$ cat config.mk
export PLATFORM = sky130hd
export DESIGN_NAME = nand_pv_top
export DESIGN_NICKNAME = d
export VERILOG_FILES = /design/src/rtl/nand_pv_pkg.sv /design/src/rtl/nand_pv_busywait.sv /design/src/rtl/nand_pv_cmp.sv /design/src/rtl/nand_pv_top.sv
export SDC_FILE = /design/constraint.sdc
export NUM_CORES = 1
export LEC_CHECK = 0
export ABC_AREA = 1
export CAP_MARGIN = 20
export CORE_UTILIZATION = 30
export CTS_BUF_LIST = sky130_fd_sc_hd__clkbuf_8
export CTS_CLUSTER_SIZE = 14
export DETAILED_ROUTE_END_ITERATION = 7
export PLACE_DENSITY = 0.52
export REMOVE_ABC_BUFFERS = 1
export SETUP_SLACK_MARGIN = 0.05
export SYNTH_ARGS = -nofsm -noshare
export SYNTH_HDL_FRONTEND = slang
export SYNTH_SLANG_ARGS = --single-unit
$ cat constraint.sdc
create_clock -name clk -period 1.72 [get_ports clk]
set_input_delay 0.344 -clock clk [delete_from_list [all_inputs] [get_ports clk]]
set_output_delay 0.344 -clock clk [all_outputs]
set_load 0.05 [all_outputs]
$ cat src/rtl/nand_pv_pkg.sv
package nand_pv_pkg;
  typedef enum logic [1:0] {
    CYC_CMD = 2'd0, CYC_ADDR = 2'd1, CYC_WDATA = 2'd2, CYC_RDATA = 2'd3
  } cyc_kind_e;

  typedef enum logic [1:0] {
    ERR_NONE = 2'd0, ERR_PROG = 2'd1, ERR_UNCORR = 2'd2, ERR_MISMATCH = 2'd3
  } err_code_e;

  localparam logic [7:0] OP_LOAD     = 8'h80;
  localparam logic [7:0] OP_CONFIRM  = 8'h10;
  localparam logic [7:0] OP_STATUS   = 8'h70;
  localparam logic [7:0] OP_RD_SETUP = 8'h00;
  localparam logic [7:0] OP_RD_GO    = 8'h30;
  localparam logic [7:0] OP_RESET    = 8'hFF;

  typedef enum logic [3:0] {
    PH_IDLE, PH_LOAD_CMD, PH_LOAD_ADDR, PH_LOAD_DATA, PH_CONF_CMD, PH_CONF_WAIT,
    PH_STAT_CMD, PH_STAT_RD, PH_RD_CMD, PH_RD_ADDR, PH_RD_GO, PH_RD_WAIT,
    PH_RD_DATA, PH_ECC_WAIT, PH_RST_CMD, PH_RST_WAIT
  } phase_e;

  typedef enum logic [1:0] {SB_GO, SB_LOAD, SB_BUS, SB_WAIT} sub_e;
endpackage

$ cat src/rtl/nand_pv_busywait.sv
module nand_pv_busywait (
  input  logic clk,
  input  logic rst,
  input  logic arm_i,
  input  logic busy_i,
  output logic done_o
);
  typedef enum logic [1:0] {BW_IDLE, BW_HI, BW_LO} bw_e;
  bw_e st_q;

  always_ff @(posedge clk) begin
    if (rst) begin
      st_q   <= BW_IDLE;
      done_o <= 1'b0;
    end else begin
      done_o <= 1'b0;
      case (st_q)
        BW_IDLE: if (arm_i) st_q <= BW_HI;
        BW_HI:   if (busy_i) st_q <= BW_LO;
        BW_LO:   if (!busy_i) begin
                   st_q   <= BW_IDLE;
                   done_o <= 1'b1;
                 end
        default: st_q <= BW_IDLE;
      endcase
    end
  end
endmodule

$ cat src/rtl/nand_pv_cmp.sv
module nand_pv_cmp #(
  parameter int W = 8
) (
  input  logic         clk,
  input  logic         rst,
  input  logic         clr_i,
  input  logic         en_i,
  input  logic [W-1:0] a_i,
  input  logic [W-1:0] b_i,
  output logic         miss_o
);
  always_ff @(posedge clk) begin
    if (rst || clr_i) miss_o <= 1'b0;
    else if (en_i && (a_i != b_i)) miss_o <= 1'b1;
  end
endmodule

$ cat src/rtl/nand_pv_top.sv
module nand_pv_top
  import nand_pv_pkg::*;
#(
  parameter int PA_W        = 16,
  parameter int COL_BYTES   = 2,
  parameter int ROW_BYTES   = 2,
  parameter int PAGE_BYTES  = 8,
  parameter int SPARE_BYTES = 2,
  localparam int TOTAL      = PAGE_BYTES + SPARE_BYTES,
  localparam int BA_W       = (TOTAL > 1) ? $clog2(TOTAL) : 1
) (
  input  logic            clk,
  input  logic            rst,
  input  logic            start_i,
  input  logic [PA_W-1:0] page_i,
  input  logic            verify_i,
  output logic            cyc_valid_o,
  output logic [1:0]      cyc_kind_o,
  output logic [7:0]      cyc_byte_o,
  input  logic            cyc_ready_i,
  input  logic [7:0]      rd_byte_i,
  input  logic            dev_busy_i,
  output logic [BA_W-1:0] buf_addr_o,
  input  logic [7:0]      buf_data_i,
  input  logic            ecc_valid_i,
  input  logic            ecc_corr_i,
  input  logic            ecc_uncorr_i,
  output logic            done_o,
  output logic            err_o,
  output logic [1:0]      err_code_o,
  output logic            warn_o
);
  localparam int ADDR_BYTES = COL_BYTES + ROW_BYTES;
  localparam int CNT_MAX    = (TOTAL > ADDR_BYTES) ? TOTAL : ADDR_BYTES;
  localparam int IDX_W      = $clog2(CNT_MAX + 1);
  localparam int AV_W       = 8 * ADDR_BYTES;

  phase_e            ph_q;
  sub_e              sub_q;
  logic [IDX_W-1:0]  idx_q;
  logic [PA_W-1:0]   page_q;
  logic              verify_q, pass_q;
  logic              valid_q, done_q, err_q, warn_q;
  logic [1:0]        kind_q, code_q;
  logic [7:0]        byte_q;

  logic              g_issue, g_load, arm, bw_done, miss, cmp_en, cmp_clr;
  logic [1:0]        g_kind;
  logic [7:0]        g_byte;
  logic [AV_W-1:0]   avec, ash;

  // address bytes: zero column first, then page address low byte first
  always_comb begin
    avec = '0;
    avec[8*COL_BYTES +: PA_W] = page_q;
    ash = avec >> {idx_q, 3'b000};
  end

  always_comb begin
    g_issue = 1'b1;
    g_load  = 1'b0;
    g_kind  = CYC_CMD;
    g_byte  = 8'h00;
    case (ph_q)
      PH_LOAD_CMD: g_byte = OP_LOAD;
      PH_CONF_CMD: g_byte = OP_CONFIRM;
      PH_STAT_CMD: g_byte = OP_STATUS;
      PH_RD_CMD:   g_byte = OP_RD_SETUP;
      PH_RD_GO:    g_byte = OP_RD_GO;
      PH_RST_CMD:  g_byte = OP_RESET;
      PH_STAT_RD:  g_kind = CYC_RDATA;
      PH_LOAD_ADDR, PH_RD_ADDR: begin
        g_kind = CYC_ADDR;
        g_byte = ash[7:0];
      end
      PH_LOAD_DATA, PH_RD_DATA: begin
        g_issue = 1'b0;
        g_load  = 1'b1;
      end
      default: g_issue = 1'b0;
    endcase
  end

  assign arm     = (sub_q == SB_GO) &&
                   (ph_q == PH_CONF_WAIT || ph_q == PH_RD_WAIT || ph_q == PH_RST_WAIT);
  assign cmp_en  = (sub_q == SB_BUS) && cyc_ready_i && (ph_q == PH_RD_DATA) &&
                   (idx_q < IDX_W'(PAGE_BYTES));
  assign cmp_clr = (sub_q == SB_GO) && (ph_q == PH_RD_CMD);

  nand_pv_busywait u_bw (
    .clk(clk), .rst(rst), .arm_i(arm), .busy_i(dev_busy_i), .done_o(bw_done)
  );

  nand_pv_cmp #(.W(8)) u_cmp (
    .clk(clk), .rst(rst), .clr_i(cmp_clr), .en_i(cmp_en),
    .a_i(rd_byte_i), .b_i(buf_data_i), .miss_o(miss)
  );

  always_ff @(posedge clk) begin
    if (rst) begin
      ph_q <= PH_IDLE;   sub_q <= SB_GO;    idx_q <= '0;
      page_q <= '0;      verify_q <= 1'b0;  pass_q <= 1'b0;
      valid_q <= 1'b0;   kind_q <= CYC_CMD; byte_q <= 8'h00;
      done_q <= 1'b0;    err_q <= 1'b0;     warn_q <= 1'b0;
      code_q <= ERR_NONE;
    end else begin
      done_q <= 1'b0;
      err_q  <= 1'b0;
      warn_q <= 1'b0;
      case (sub_q)
        SB_GO: begin
          if (ph_q == PH_IDLE) begin
            if (start_i) begin
              page_q   <= page_i;
              verify_q <= verify_i;
              pass_q   <= 1'b0;
              idx_q    <= '0;
              ph_q     <= PH_LOAD_CMD;
            end
          end else if (g_issue) begin
            valid_q <= 1'b1;
            kind_q  <= g_kind;
            byte_q  <= g_byte;
            sub_q   <= SB_BUS;
          end else if (g_load) begin
            sub_q <= SB_LOAD;
          end else begin
            sub_q <= SB_WAIT;
          end
        end
        SB_LOAD: begin
          valid_q <= 1'b1;
          kind_q  <= (ph_q == PH_LOAD_DATA) ? CYC_WDATA : CYC_RDATA;
          byte_q  <= (ph_q == PH_LOAD_DATA) ? buf_data_i : 8'h00;
          sub_q   <= SB_BUS;
        end
        SB_BUS: if (cyc_ready_i) begin
          valid_q <= 1'b0;
          sub_q   <= SB_GO;
          case (ph_q)
            PH_LOAD_CMD: begin ph_q <= PH_LOAD_ADDR; idx_q <= '0; end
            PH_RD_CMD:   begin ph_q <= PH_RD_ADDR;   idx_q <= '0; end
            PH_LOAD_ADDR, PH_RD_ADDR: begin
              if (idx_q == IDX_W'(ADDR_BYTES - 1)) begin
                idx_q <= '0;
                ph_q  <= (ph_q == PH_LOAD_ADDR) ? PH_LOAD_DATA : PH_RD_GO;
              end else idx_q <= idx_q + 1'b1;
            end
            PH_LOAD_DATA, PH_RD_DATA: begin
              if (idx_q == IDX_W'(TOTAL - 1)) begin
                idx_q <= '0;
                ph_q  <= (ph_q == PH_LOAD_DATA) ? PH_CONF_CMD : PH_ECC_WAIT;
              end else idx_q <= idx_q + 1'b1;
            end
            PH_CONF_CMD: ph_q <= PH_CONF_WAIT;
            PH_STAT_CMD: ph_q <= PH_STAT_RD;
            PH_RD_GO:    ph_q <= PH_RD_WAIT;
            PH_RST_CMD:  ph_q <= PH_RST_WAIT;
            PH_STAT_RD: begin
              if (rd_byte_i[0] || !verify_q) begin
                ph_q   <= PH_IDLE;
                done_q <= 1'b1;
                err_q  <= rd_byte_i[0];
                code_q <= rd_byte_i[0] ? ERR_PROG : ERR_NONE;
              end else ph_q <= PH_RD_CMD;
            end
            default: ph_q <= PH_IDLE;
          endcase
        end
        SB_WAIT: begin
          case (ph_q)
            PH_CONF_WAIT: if (bw_done) begin ph_q <= PH_STAT_CMD; sub_q <= SB_GO; end
            PH_RD_WAIT:   if (bw_done) begin ph_q <= PH_RD_DATA; idx_q <= '0; sub_q <= SB_GO; end
            PH_RST_WAIT:  if (bw_done) begin
                            ph_q <= PH_LOAD_CMD; pass_q <= 1'b1; idx_q <= '0; sub_q <= SB_GO;
                          end
            PH_ECC_WAIT:  if (ecc_valid_i) begin
                            sub_q <= SB_GO;
                            if (!pass_q && ecc_corr_i) begin
                              ph_q <= PH_RST_CMD;
                            end else begin
                              ph_q   <= PH_IDLE;
                              done_q <= 1'b1;
                              if (ecc_uncorr_i) begin
                                err_q <= 1'b1; code_q <= ERR_UNCORR;
                              end else if (miss) begin
                                err_q <= 1'b1; code_q <= ERR_MISMATCH;
                              end else begin
                                code_q <= ERR_NONE; warn_q <= ecc_corr_i;
                              end
                            end
                          end
            default: begin ph_q <= PH_IDLE; sub_q <= SB_GO; end
          endcase
        end
        default: sub_q <= SB_GO;
      endcase
    end
  end

  assign cyc_valid_o = valid_q;
  assign cyc_kind_o  = kind_q;
  assign cyc_byte_o  = byte_q;
  assign buf_addr_o  = idx_q[BA_W-1:0];
  assign done_o      = done_q;
  assign err_o       = err_q;
  assign err_code_o  = code_q;
  assign warn_o      = warn_q;
endmodule

==> results.json <==
{
  "post-layout-total-power_mw": 5.99,
  "antenna_found_initial": 0,
  "global_route_wire_length_before_repair_um": 12600,
  "postCtsHoldBufs": 0,
  "route.vias.total": 2891,
  "fp-row-count": 34,
  "fillCellCount": 981,
  "design.core.area_um2": 8890,
  "max-clock-path-buffers": 2,
  "critPathMaxFanout": 8,
  "tritoncts": "built",
  "h-tree-depth": 2,
  "finalCritPeriodShare_pct": 88.6,
  "io_buffers": 60,
  "critical_path.startpoint": "ph_q[2]$_SDFFE_PP0P_",
  "timing.critical_path.cells": "nor2_4, buf_4, nand2_1, nand2_1, nand2_1, nand2_1, nand2_1, nand2_4, nand2_1, nand2_1, nor2_1",
  "post_route_cells_drive_above_1_share_pct": 14.1,
  "distinct_cell_type_count_after_synthesis": 32,
  "r2r_cells": 11,
  "final-seq-area_um2": 971,
  "grt_start_max_net_pins": 42,
  "cts.sinks": 48,
  "number_of_hold_violations_in_the_final_report": 0,
  "yosys_most_used_dff": "dfxtp_1",
  "gp_routability_congestion": 0.854,
  "rsz0062_at_grt": "true",
  "final_report_setup_violation_count": 0,
  "vias_per_cell": 4.48,
  "placement.cell_area_um2": 3550,
  "fin_nets": 580,
  "synth.yosys.seq_area_share_pct": 34.2,
  "dp_hpwl_um": 5670,
  "cell_class_contributing_the_biggest_share_of_worst_path_delay": "simple AND/OR/NAND/NOR gates",
  "floorplan.initialDensity_pct": 31.6,
  "area_of_the_mapped_netlist_um2": 2810,
  "hold_ws_ps": 453,
  "syn2layout_area_growth_pct": 31.1,
  "multiInputGateArea_um2": 1560,
  "cts_root_buffer": "clkbuf_8",
  "drt-wirelength-per-cell_um": 11.5,
  "detailedRoute.firstPassIterationCount": 6,
  "dieArea_um2": 9750,
  "critical_path_buf_inv_count": 1,
  "postSynthRegisterBits": 48,
  "clock-skew-final_ps": 3.26,
  "antennaDiodeCount": 0,
  "drcViolationCount": 0,
  "critical-path-slowest-cell": "dfxtp_4",
  "post_synth_edffs": 0,
  "grt_pass1_vias": 2768,
  "synth-warning-count": 0,
  "clkTransAtPathRegs_ps": 90,
  "slew_headroom_pct": 77.2,
  "holdPathStages": 2,
  "layout_commonest_cell": "nand2_1",
  "stdcell_area_um2": 3680,
  "power_leakage_nw": 1.80,
  "cpMostUsedCell": "nand2_1",
  "vdd.ir_drop.worst_mv": 0.491,
  "outcome": "finished clean",
  "shortest_period_the_worst_path_allows_ps": 1520,
  "io_pins": 61,
  "rr_startpoint": "ph_q[2]$_SDFFE_PP0P_",
  "chipHeight_um": 98.8,
  "slew_viol_final": 0,
  "insertion_delay_ps": 300,
  "transition_time_of_the_tightest_slew_check_pin_ps": 342,
  "floorplan.die.width_um": 98.8,
  "grt_use_total_pct": 15.9,
  "worst_hold_startpoint": "cyc_valid_o$_SDFFE_PP0P_",
  "postRouteWirelength_um": 7400,
  "maximum_capacitance_violations": 0,
  "hold_end": "cyc_valid_o$_SDFFE_PP0P_",
  "dr.first_iter.drc_count": 123,
  "tritoncts.num_buffers": 5,
  "critPathRequiredTime_ps": 1920,
  "critPathKind": "register to register",
  "fmaxAchievable_mhz": 656,
  "worst_hold_path_type": "register to register",
  "globalRoute.totalOverflow": 0,
  "worstSetupEndpointType": "register",
  "antenna_violating_nets_remaining": 0,
  "synthesis.instances": 469,
  "timing.rr.end": "ph_q[0]$_SDFFE_PP0P_",
  "syn_area_cell_um2": 5.99,
  "async_flop_share_pct": 0,
  "most_used_cells_in_the_layout_excluding_fill_and_tap_cells": "nand2_1 (151), nor2_1 (89), inv_1 (46), dfxtp_1 (44), clkdlybuf4s50_1 (40)",
  "reg2reg_setup_slack_ps": 200,
  "setup.worst_path.start_class": "register",
  "critical-path-max-stage-delay_ps": 390,
  "data_arrival_critical_path_ps": 1720,
  "power_density_nw_per_um2": 1630
}
[sequential cells by signal, indices dropped and copies added (netlist names)]
register	flops
page_q	16
cyc_byte_o	8
buf_addr_o	4
ph_q	4
cyc_kind_o	2
err_code_o	2
sub_q	2
u_bw.st_q	2
cyc_valid_o	1
done_o	1
err_o	1
pass_q	1
u_bw.done_o	1
u_cmp.miss_o	1
verify_q	1
warn_o	1
[area by class of cell]
class | count | area share, %
Tap cell | 108 | 3.67
Sequential cell | 48 | 26.4
Multi-Input combinational cell | 349 | 42.2
Clock buffer | 6 | 2.24
Clock inverter | 2 | 0.272
Timing Repair Buffer | 73 | 19.0
Inverter | 60 | 6.28
[worst max-delay path by stage]
stage | endpoint | slack (ps) | cells past startpoint
2_1_floorplan | buf_addr_o[3]$_SDFFE_PP0P_ | -140 | 5
3_3_place_gp | buf_addr_o[0]$_SDFFE_PP0P_ | -30 | 10
3_5_place_dp | buf_addr_o[2]$_SDFFE_PP0P_ | -50 | 10
4_1_cts | ph_q[2]$_SDFFE_PP0P_ | 50 | 9
5_1_grt | ph_q[2]$_SDFFE_PP0P_ | 20 | 11
6_report | ph_q[0]$_SDFFE_PP0P_ | 200 | 11
[where the power goes]
group	leakage (nW)	switching, mW	internal, mW
clock network	0.0510	0.391	0.322
registers	0.395	0.255	1.47
logic	1.35	2.31	1.24
total	1.80	2.96	3.04
[repair_timing]
item	4_1_cts	5_1_grt
setup buffers	0	2
endpoints found under the setup margin	1	23
pin swaps	0	2
gates resized for setup	2	8
[per-stage QoR]
stage                     utilization [%]  setup WS, ps  instances  setup TNS, ps
after global placement               39.9         -32.0        636          -93.5
after CTS                            41.0          51.9        644              0
after floorplan                         -          -136        457           -698
after global routing                 41.4          21.3        646              0
after detailed placement             39.9         -48.7        636           -188
final                                41.4           196        646              0
[worst min-delay path: cells and delay by family, from the launching register on]
kind            cells  cell delay (ps)
flops               1              320
buf+inv             1               50
compound gates      1               50
[synth_stat cells, types with 3 or more instances]
cell type / count / area share, %
or2_2: 3 / 0.67
nand2_1: 151 / 20
a21oi_1: 14 / 2.5
clkbuf_1: 4 / 0.53
nand3_1: 24 / 4.3
nor2_4: 3 / 1.2
nor2_1: 91 / 12
buf_2: 4 / 0.71
nand2_2: 4 / 0.89
o21ai_0: 29 / 5.2
inv_2: 9 / 1.2
dfxtp_1: 48 / 34
nor2_2: 5 / 1.1
inv_1: 46 / 6.1
nor3_1: 7 / 1.2
buf_6: 3 / 1.2
xnor2_1: 3 / 0.94
[per-layer routing]
layer	vias to the layer above	track usage [%]	routed length [µm]
li1	1575	-	-
met2	49	27.0	3320
met3	4	2.62	233
met5	-	0	0
met1	1263	21.0	3800
met4	0	3.56	47
[cell families after synthesis]
logic type | after synthesis | share of synthesized area [%]
and+or+nand+nor | 295 | 44.0
buffers and inverters | 72 | 11.0
DFF | 48 | 34.2
adders and majority gates | 2 | 0.891
AOI/OAI and AO/OA | 49 | 9.04
xor gates and xnor gates | 3 | 0.936
Power figures use the tool's default switching activity.
